`src/rtl/sreg_move_pkg.sv`:
```
package sreg_move_pkg;
  localparam int IDX_W  = 4;
  localparam int ICPT_W = 8;
  localparam int GPR_W  = 4;

  typedef enum logic [1:0] {
    XFER_RD_CR = 2'b00,
    XFER_RD_DR = 2'b01,
    XFER_WR_CR = 2'b10,
    XFER_WR_DR = 2'b11
  } xfer_e;

  typedef struct packed {
    logic              is_write;
    logic              is_debug;
    logic [IDX_W-1:0]  sreg_idx;
    logic [GPR_W-1:0]  gpr_idx;
    logic              op_64bit;
    logic              zero_ext;
    logic [ICPT_W-1:0] icpt_code;
    logic              io_access;
    logic              end_block;
    logic              lock_used;
    logic              fault_ud;
    logic              fault_gp;
  } dec_res_t;
endpackage

```
`src/rtl/sreg_idx_unit.sv`:
```
module sreg_idx_unit #(
  parameter int          IDX_W         = 4,
  parameter logic [15:0] CR_LEGAL_MASK = 16'h011D,
  parameter int          DR_COUNT      = 8,
  parameter int          ALIAS_IDX     = 8
) (
  input  logic             is_debug,
  input  logic             rex_r,
  input  logic [2:0]       reg_field,
  input  logic             lock_pfx,
  input  logic             alias_en,
  output logic [IDX_W-1:0] idx,
  output logic             lock_used,
  output logic             idx_bad
);
  localparam int NIDX = 1 << IDX_W;

  logic [IDX_W-1:0] raw_idx;
  logic             remap;
  logic [NIDX-1:0]  legal_vec;

  assign raw_idx   = {rex_r, reg_field};
  assign remap     = !is_debug && lock_pfx && alias_en && (raw_idx == '0);
  assign idx       = remap ? IDX_W'(ALIAS_IDX) : raw_idx;
  assign lock_used = remap;

  for (genvar i = 0; i < NIDX; i++) begin : g_legal
    localparam logic CR_OK = CR_LEGAL_MASK[i];
    localparam logic DR_OK = (i < DR_COUNT);
    assign legal_vec[i] = is_debug ? DR_OK : CR_OK;
  end

  assign idx_bad = !legal_vec[idx];
endmodule

```
`src/rtl/sreg_attr_unit.sv`:
```
module sreg_attr_unit
  import sreg_move_pkg::*;
#(
  parameter int                IDX_W      = 4,
  parameter int                ICPT_W     = 8,
  parameter logic [ICPT_W-1:0] BASE_RD_CR = 8'h00,
  parameter logic [ICPT_W-1:0] BASE_WR_CR = 8'h10,
  parameter logic [ICPT_W-1:0] BASE_RD_DR = 8'h20,
  parameter logic [ICPT_W-1:0] BASE_WR_DR = 8'h30,
  parameter int                IO_IDX     = 8
) (
  input  xfer_e             kind,
  input  logic [IDX_W-1:0]  idx,
  input  logic              fault_ud,
  input  logic              fault_gp,
  output logic [ICPT_W-1:0] icpt_code,
  output logic              zero_ext,
  output logic              end_block,
  output logic              io_access
);
  logic [ICPT_W-1:0] base;
  logic              clean;

  always_comb begin
    unique case (kind)
      XFER_RD_CR: base = BASE_RD_CR;
      XFER_WR_CR: base = BASE_WR_CR;
      XFER_RD_DR: base = BASE_RD_DR;
      default:    base = BASE_WR_DR;
    endcase
  end

  assign clean     = !fault_ud && !fault_gp;
  assign icpt_code = fault_ud ? '0 : base + ICPT_W'(idx);
  assign zero_ext  = clean && kind[1];
  assign end_block = clean && kind[1];
  assign io_access = clean && !kind[0] && (idx == IDX_W'(IO_IDX));
endmodule

```
`src/rtl/sreg_move_decoder.sv`:
```
module sreg_move_decoder
  import sreg_move_pkg::*;
(
  input  logic              clk,
  input  logic              rst_n,
  input  logic              dec_valid,
  input  logic [7:0]        opcode,
  input  logic [7:0]        modrm,
  input  logic              rex_r,
  input  logic              rex_b,
  input  logic              lock_pfx,
  input  logic              cr8_alias_en,
  input  logic              long_mode,
  input  logic [1:0]        cpl,
  output logic              out_valid,
  output logic              is_write,
  output logic              is_debug,
  output logic [IDX_W-1:0]  sreg_idx,
  output logic [GPR_W-1:0]  gpr_idx,
  output logic              op_64bit,
  output logic              zero_ext,
  output logic [ICPT_W-1:0] icpt_code,
  output logic              io_access,
  output logic              end_block,
  output logic              lock_used,
  output logic              fault_ud,
  output logic              fault_gp
);
  localparam logic [5:0] OPC_HI = 6'b001000;

  logic             op_ok;
  xfer_e            kind;
  logic [IDX_W-1:0] idx_n;
  logic             lock_used_n, idx_bad;
  logic             ud_n, gp_n;
  logic [ICPT_W-1:0] icpt_n;
  logic             zext_n, eob_n, io_n;
  logic             unused_mod;
  dec_res_t         res_n, res_q;
  logic             vld_q;

  assign unused_mod = ^modrm[7:6];
  assign op_ok      = (opcode[7:2] == OPC_HI);
  assign kind       = xfer_e'(opcode[1:0]);

  sreg_idx_unit #(.IDX_W(IDX_W)) u_idx (
    .is_debug (opcode[0]),
    .rex_r    (rex_r),
    .reg_field(modrm[5:3]),
    .lock_pfx (lock_pfx),
    .alias_en (cr8_alias_en),
    .idx      (idx_n),
    .lock_used(lock_used_n),
    .idx_bad  (idx_bad)
  );

  assign ud_n = !op_ok || idx_bad;
  assign gp_n = !ud_n && (cpl != 2'd0);

  sreg_attr_unit #(.IDX_W(IDX_W), .ICPT_W(ICPT_W)) u_attr (
    .kind     (kind),
    .idx      (idx_n),
    .fault_ud (ud_n),
    .fault_gp (gp_n),
    .icpt_code(icpt_n),
    .zero_ext (zext_n),
    .end_block(eob_n),
    .io_access(io_n)
  );

  always_comb begin
    res_n.is_write  = opcode[1];
    res_n.is_debug  = opcode[0];
    res_n.sreg_idx  = idx_n;
    res_n.gpr_idx   = {rex_b, modrm[2:0]};
    res_n.op_64bit  = long_mode;
    res_n.zero_ext  = zext_n;
    res_n.icpt_code = icpt_n;
    res_n.io_access = io_n;
    res_n.end_block = eob_n;
    res_n.lock_used = lock_used_n && !ud_n;
    res_n.fault_ud  = ud_n;
    res_n.fault_gp  = gp_n;
  end

  always_ff @(posedge clk) begin
    if (!rst_n) begin
      vld_q <= 1'b0;
      res_q <= '0;
    end else begin
      vld_q <= dec_valid;
      if (dec_valid) res_q <= res_n;
    end
  end

  assign out_valid = vld_q;
  assign is_write  = res_q.is_write;
  assign is_debug  = res_q.is_debug;
  assign sreg_idx  = res_q.sreg_idx;
  assign gpr_idx   = res_q.gpr_idx;
  assign op_64bit  = res_q.op_64bit;
  assign zero_ext  = res_q.zero_ext;
  assign icpt_code = res_q.icpt_code;
  assign io_access = res_q.io_access;
  assign end_block = res_q.end_block;
  assign lock_used = res_q.lock_used;
  assign fault_ud  = res_q.fault_ud;
  assign fault_gp  = res_q.fault_gp;

  AST_VALID_LATENCY: assert property (@(posedge clk) disable iff (!rst_n)
    dec_valid |=> out_valid);
  AST_HOLD_FIELDS: assert property (@(posedge clk) disable iff (!rst_n)
    !dec_valid |=> $stable(sreg_idx) && $stable(icpt_code) && $stable(fault_ud));
  AST_PRIV_FAULT: assert property (@(posedge clk) disable iff (!rst_n)
    dec_valid && (cpl != 2'd0) |=> fault_ud || fault_gp);
  AST_UD_OVER_GP: assert property (@(posedge clk) disable iff (!rst_n)
    out_valid && fault_ud |-> !fault_gp);
  AST_CR_LEGAL: assert property (@(posedge clk) disable iff (!rst_n)
    out_valid && !fault_ud && !is_debug |-> sreg_idx inside {4'd0, 4'd2, 4'd3, 4'd4, 4'd8});
  AST_DR_RANGE: assert property (@(posedge clk) disable iff (!rst_n)
    out_valid && !fault_ud && is_debug |-> sreg_idx < 4'd8);
  AST_FAULT_QUIET: assert property (@(posedge clk) disable iff (!rst_n)
    out_valid && (fault_ud || fault_gp) |-> !end_block && !zero_ext && !io_access);
  AST_CR8_REMAP: assert property (@(posedge clk) disable iff (!rst_n)
    dec_valid && (opcode inside {8'h20, 8'h22}) && lock_pfx && cr8_alias_en
      && !rex_r && (modrm[5:3] == 3'd0) |=> (sreg_idx == 4'd8) && lock_used);
endmodule

```
`config.mk`:
```
export PLATFORM = sky130hd
export DESIGN_NAME = sreg_move_decoder
export DESIGN_NICKNAME = d
export VERILOG_FILES = /design/src/rtl/sreg_move_pkg.sv /design/src/rtl/sreg_idx_unit.sv /design/src/rtl/sreg_attr_unit.sv /design/src/rtl/sreg_move_decoder.sv
export SDC_FILE = /design/constraint.sdc
export NUM_CORES = 1
export LEC_CHECK = 0
export BUFFER_PORTS_ARGS = -buffer_cell sky130_fd_sc_hd__buf_2
export CORE_AREA = 2 2 54 56
export CTS_BUF_LIST = sky130_fd_sc_hd__clkbuf_16
export CTS_CLUSTER_DIAMETER = 80
export DETAILED_ROUTE_END_ITERATION = 8
export DIE_AREA = 0 0 56 58
export HOLD_SLACK_MARGIN = 0.1
export PLACE_DENSITY = 0.71
export SETUP_SLACK_MARGIN = 0.3
export SKIP_CTS_REPAIR_TIMING = 1
export SLEW_MARGIN = 20
export SYNTH_ARGS = -nofsm -noshare
export SYNTH_HDL_FRONTEND = slang
export SYNTH_SLANG_ARGS = --single-unit
```
`constraint.sdc`:
```
create_clock -name clk -period 1.05 [get_ports clk]
set_input_delay 0.105 -clock clk [delete_from_list [all_inputs] [get_ports clk]]
set_output_delay 0.105 -clock clk [all_outputs]
set_load 0.01 [all_outputs]
```
Yosys cells after proc, flatten, opt, wreduce, memory -nomap -nowiden
Cells that the tools add are included.
{"block": "totals", "register_bits": 25, "latchBits": 0, "ramBits": 0, "rom_bits": 0, "inputBits": 26, "output_inout_bits": 26, "mem_count": 0}
{"block": "op_classes", "add_sub_neg": 1, "multipliers": 0, "div_mod_pow": 0, "magnitude_cmp": 1, "n_eq_ne": 4, "shifts": 0, "n_mux": 7, "bitwise_logic": 0, "reduce_logical": 18}
{"cell": "6-bit case mux with 3 select lines", "count": 1}
{"cell": "1-bit logical AND", "count": 9}
{"cell": "8-bit two-way mux", "count": 1}
{"cell": "6-bit by 4-bit adder with 7-bit output", "count": 1}
{"cell": "6-bit by 4-bit equality test with 1-bit output, second input constant", "count": 1}
{"cell": "1-bit logical NOT", "count": 5}
{"cell": "4-bit by 5-bit < comparator with 1-bit output, second input constant", "count": 1}
{"cell": "1-bit binary-select mux with 4-bit select", "count": 1}
{"cell": "4-bit equality test, second input constant", "count": 1}
{"cell": "4-bit logical NOT", "count": 1}
{"cell": "4-bit two-way mux", "count": 1}
{"cell": "1-bit two-way mux", "count": 3}
{"cell": "2-bit by 1-bit equality test with 1-bit output, second input constant", "count": 1}
{"cell": "2-bit equality test, second input constant", "count": 1}
{"cell": "2-bit logical NOT", "count": 1}
{"cell": "2-bit nonzero test", "count": 1}
{"cell": "1-bit logical OR", "count": 1}

Depth between registers and ports, before layout
{"block": "logic_depth", "word_depth": 15, "mapped_depth": 4, "depth_no_buf": 3}

Modules after synthesis
A second synthesis with hierarchy kept.
{"block": "hier_totals", "hier_cells": 116, "hier_area_um2": 1172.4}
{"module": "sreg_move_decoder", "instances": 1, "cells_per_inst": 90, "area_per_inst_um2": 1007.2}
{"module": "sreg_attr_unit", "instances": 1, "cells_per_inst": 14, "area_per_inst_um2": 107.6}
{"module": "sreg_idx_unit", "instances": 1, "cells_per_inst": 12, "area_per_inst_um2": 57.6}

Worst setup path after synthesis
Ideal clock, no wire load.
{"block": "synth_path", "kind": "input -> register", "startpoint": "in opcode[0]", "endpoint": "reg res_q (netlist bit lock_used)", "setup_time_ns": 0.096, "t_arrival_ns": 0.920, "path_slack_ns": 0.034, "stages": 2, "path_buffers": 0, "cell_sequence": "or4_4 o41ai_2"}
{"block": "synth_between", "elab_chain_len": 11, "word_cells_on_any_way": 13, "classes_between": "mux: 5; reduce/logical: 8"}
{"element": "start: declaration", "line_no": "sreg_move_decoder.sv:7", "rtl": "input logic [7:0] opcode,"}
{"element": "1-bit logical NOT", "line_no": "sreg_idx_unit.sv:23", "rtl": "assign remap = !is_debug && lock_pfx && alias_en && (raw_idx == '0);"}
{"element": "1-bit logical AND (3 in series)", "line_no": "sreg_idx_unit.sv:23"}
{"element": "4-bit two-way mux", "line_no": "sreg_idx_unit.sv:24", "rtl": "assign idx = remap ? IDX_W'(ALIAS_IDX) : raw_idx;"}
{"element": "1-bit binary-select mux with 4-bit select", "line_no": "sreg_idx_unit.sv:33", "rtl": "assign idx_bad = !legal_vec[idx];"}
{"element": "1-bit two-way mux (not written as such)", "line_no": "sreg_idx_unit.sv:33"}
{"element": "1-bit logical NOT", "line_no": "sreg_idx_unit.sv:33"}
{"element": "1-bit logical OR", "line_no": "sreg_move_decoder.sv:57", "rtl": "assign ud_n = !op_ok || idx_bad;"}
{"element": "1-bit logical NOT", "line_no": "sreg_move_decoder.sv:81", "rtl": "res_n.lock_used = lock_used_n && !ud_n;"}
{"element": "1-bit logical AND (*)", "line_no": "sreg_move_decoder.sv:81"}
{"element": "end signal: assignment", "line_no": "sreg_move_decoder.sv:92", "rtl": "if (dec_valid) res_q <= res_n;"}
{"element": "end: declaration", "line_no": "sreg_move_decoder.sv:39", "rtl": "dec_res_t res_n, res_q;"}
Mark *: on every way between the ends. The rest lies on a longest branch, timed or not. The select of a mux whose other input is x is not followed.
A chain may end at the register's enable or synchronous reset.

Worst setup path in the final report
{"block": "layout_path", "startpoint": "in modrm[3]", "endpoint": "reg res_q (netlist bit fault_gp)"}
{"block": "layout_between", "elab_chain_len": 9}
{"element": "start: declaration", "line_no": "sreg_move_decoder.sv:8", "rtl": "input logic [7:0] modrm,"}
{"element": "4-bit logical NOT", "line_no": "sreg_idx_unit.sv:23"}
{"element": "1-bit logical AND", "line_no": "sreg_idx_unit.sv:23"}
{"element": "4-bit two-way mux (*)", "line_no": "sreg_idx_unit.sv:24"}
{"element": "1-bit binary-select mux with 4-bit select (*)", "line_no": "sreg_idx_unit.sv:33"}
{"element": "1-bit two-way mux (not written as such) (*)", "line_no": "sreg_idx_unit.sv:33"}
{"element": "1-bit logical NOT (*)", "line_no": "sreg_idx_unit.sv:33"}
{"element": "1-bit logical OR (*)", "line_no": "sreg_move_decoder.sv:57"}
{"element": "1-bit logical NOT (*)", "line_no": "sreg_move_decoder.sv:58", "rtl": "assign gp_n = !ud_n && (cpl != 2'd0);"}
{"element": "1-bit logical AND (*)", "line_no": "sreg_move_decoder.sv:58"}
Marks and branches as above.

==> results.cfg <==
[outcome]
status = completed

[floorplan]
num_rows = 19
die-area_um2 = 3250
ios = 52
initial_utilization_pct = 37.4
die_w_um = 56
die_height_um = 58
core_area_um2 = 2660

[route]
remaining_drc_errors = 0
wl_per_cell_um = 14.1
first_pass_iters = 4
drt-total-wl_mm = 2.70
ant_nets = 0
drt_iter0_drc = 16
vias_per_cell = 5.11
via_count = 976

[timing]
final.setup.tns_ps = 0
max_freq_ghz = 1.10
drv_slew = 0
worst_slack_ps = 139
min_period_ps = 911
clock_skew_ps = 0
rsz0062_at_grt = yes
setup_viol_count_final = 0
min_period_over_period_pct = 86.7
hold_slack_ps = 83.4
hold_viol_final = 0

[hold_path]
hold_class = in2reg
min_to = gpr_idx[0]$_SDFFE_PN0P_
min_from = modrm[0]
min_path_cells = 3

[synth]
avgSynthCellArea_um2 = 9.58
synth_cell_types = 26
synth-seq-cells = 23
yosysWarnings = 0
synthCells = 104
yosys.area_share.xor_xnor_pct = 0
yosysTopAreaCellShare_pct = 46.2
synth_compound_area_share_pct = 12.7
synth-main-ff-cell = dfxtp_1
yosys.area_share.simple_pct = 24.2
synth_top_family_by_area = simple AND/OR/NAND/NOR gates
muxShareOfSynthArea_pct = 10.1
ys_seq_area_share_pct = 46.2
async_reset_ff_share_pct = 0
synthAdderAreaFrac_pct = 0
synth_edf_count = 0
synth_area_leaders = dfxtp_1 (46%), mux2i_1 (10%), nand3_1 (8.0%), nor2_1 (5.7%), o31ai_1 (3.8%)
netlist_area_um2 = 996
yosysTopAreaCell = dfxtp_1

[worst_setup_path]
cpLargestDelayFamily = simple AND/OR/NAND/NOR gates
cp-end-kind = register
timing.rr.start = end_block$_SDFFE_PN0P_
path_buf_inv = 2
rrSetupSlack_ps = 320
slowest_delay_ps = 370
r2r_cells = 3
critPathMaxFanout = 8
crit_path_frequent_cell = nor4_4
path_class = in2reg
crit_chain = buf_8 > nor4_4 > nor4_4 > buf_6 > o41ai_2
worstPathRequired_ps = 1210
rr_endpoint = end_block$_SDFFE_PN0P_
cp_slowest_cell = nor4_4
cp-start-kind = input pin
worstPathArrival_ps = 1070

[cts]
insertion_delay_ps = 260
numCtsBuffers = 3
cts_tree = built
cts_root_buffer = clkbuf_16
cts.sinks = 23
cts_max_level = 1
clk_pin_slew_ps = 60
clockBufferDepth = 2

[global_routing]
overflow = 0
antenna_found_initial = 0
grt_max_degree = 16
grt_pass1_wl_mm = 4.15
grt_use_total_pct = 16.2
grt_pass1_vias = 954

[flow_run]
cap_violations = 0

[cells_and_area]
syn2layout_area_growth_pct = 71.0
nNetsFinal = 187
fillers = 208
drive_above_1_share_pct = 63.7
antennaDiodeCount = 0

[placed_design]
gp_congestion = 0.746
pre_cts_ws_ps = -211
dpl.hpwl_mm = 1.86
portBuffers = 47

[pwr]
ir_drop_v = 0.00117
p_per_area_nw_per_um2 = 1240
finalPower_uw = 2110
power_leakage_uw = 0.000807
layout by cell type (no fill, tap or decap), drive strengths merged, types with 2 or more instances in the layout:
| cell | instances |
|---|---|
| nor2 | 15 |
| o31ai | 5 |
| o41ai | 5 |
| nor4 | 2 |
| clkbuf | 3 |
| conb | 2 |
| buf | 61 |
| mux2i | 10 |
| nand3 | 16 |
| inv | 3 |
| dfxtp | 23 |
| nand2 | 4 |
worst min-delay path, stage by stage:
cell and delay (ps):
buf_2 70, mux2i_1 50, nor2_1 70
power by group:
| part | switching [µW] | total [µW] | internal, µW |
|---|---|---|---|
| combinational | 172 | 359 | 187 |
| clock | 312 | 824 | 512 |
| sequential | 20.3 | 930 | 909 |
| total | 504 | 2110 | 1610 |
metal layers:
metal	track usage (%)	routed length, µm	vias to the layer above
li1	-	-	481
met1	18.4	1120	445
met4	8.50	43	0
met2	28.7	1350	45
met5	0	0	-
met3	3.35	196	5
cell type report:
class	instances	area, µm²	share of cell area, %
Tap cell	31	38.8	2.28
Timing Repair Buffer	61	527	30.9
Clock buffer	3	75.1	4.41
Multi-Input combinational cell	69	559	32.8
Inverter	3	11.3	0.661
Sequential cell	23	487	28.6
Clock inverter	1	5.00	0.294
per-stage QoR:
stage,cells,instance area [µm²],utilization [%]
final,191,1700,64.0
after global placement,183,1360,50.9
after detailed placement,183,1360,50.9
after CTS,187,1440,53.9
after floorplan,105,1060,-
after global routing,191,1700,64.0
flip-flops by register name, summed over array words and instances, names as in the netlist:
signal     count
fault_gp       1
fault_ud       1
gpr_idx        4
end_block      1
is_write       1
io_access      1
lock_used      1
is_debug       1
op_64bit       1
out_valid      1
icpt_code      6
sreg_idx       4
worst max path at each step:
stage	from	end	cells after the start
2_1_floorplan	opcode[4]	fault_ud$_SDFFE_PN0P_	4
3_3_place_gp	opcode[0]	fault_gp$_SDFFE_PN0P_	4
3_5_place_dp	opcode[0]	fault_gp$_SDFFE_PN0P_	4
4_1_cts	opcode[0]	fault_gp$_SDFFE_PN0P_	4
5_1_grt	modrm[3]	fault_gp$_SDFFE_PN0P_	5
6_report	modrm[3]	fault_gp$_SDFFE_PN0P_	5
synthesized netlist by cell type, drive strengths merged, types with 2 or more instances:
cell type / count
inv: 3
o41ai: 5
nand2: 4
dfxtp: 23
mux2i: 10
o31ai: 5
nor2: 15
nand3: 16
clkbuf: 3
nor4: 2
buf: 7
cell families (layout without fill, tap and decap cells):
family,count (synthesis),in the layout
other,1,2
multiplexers,10,10
flip-flops,23,23
AO/OA/AOI/OAI,14,14
AND/OR/NAND/NOR,43,43
buffers and inverters,13,68
(Power assumes the default switching activity.)
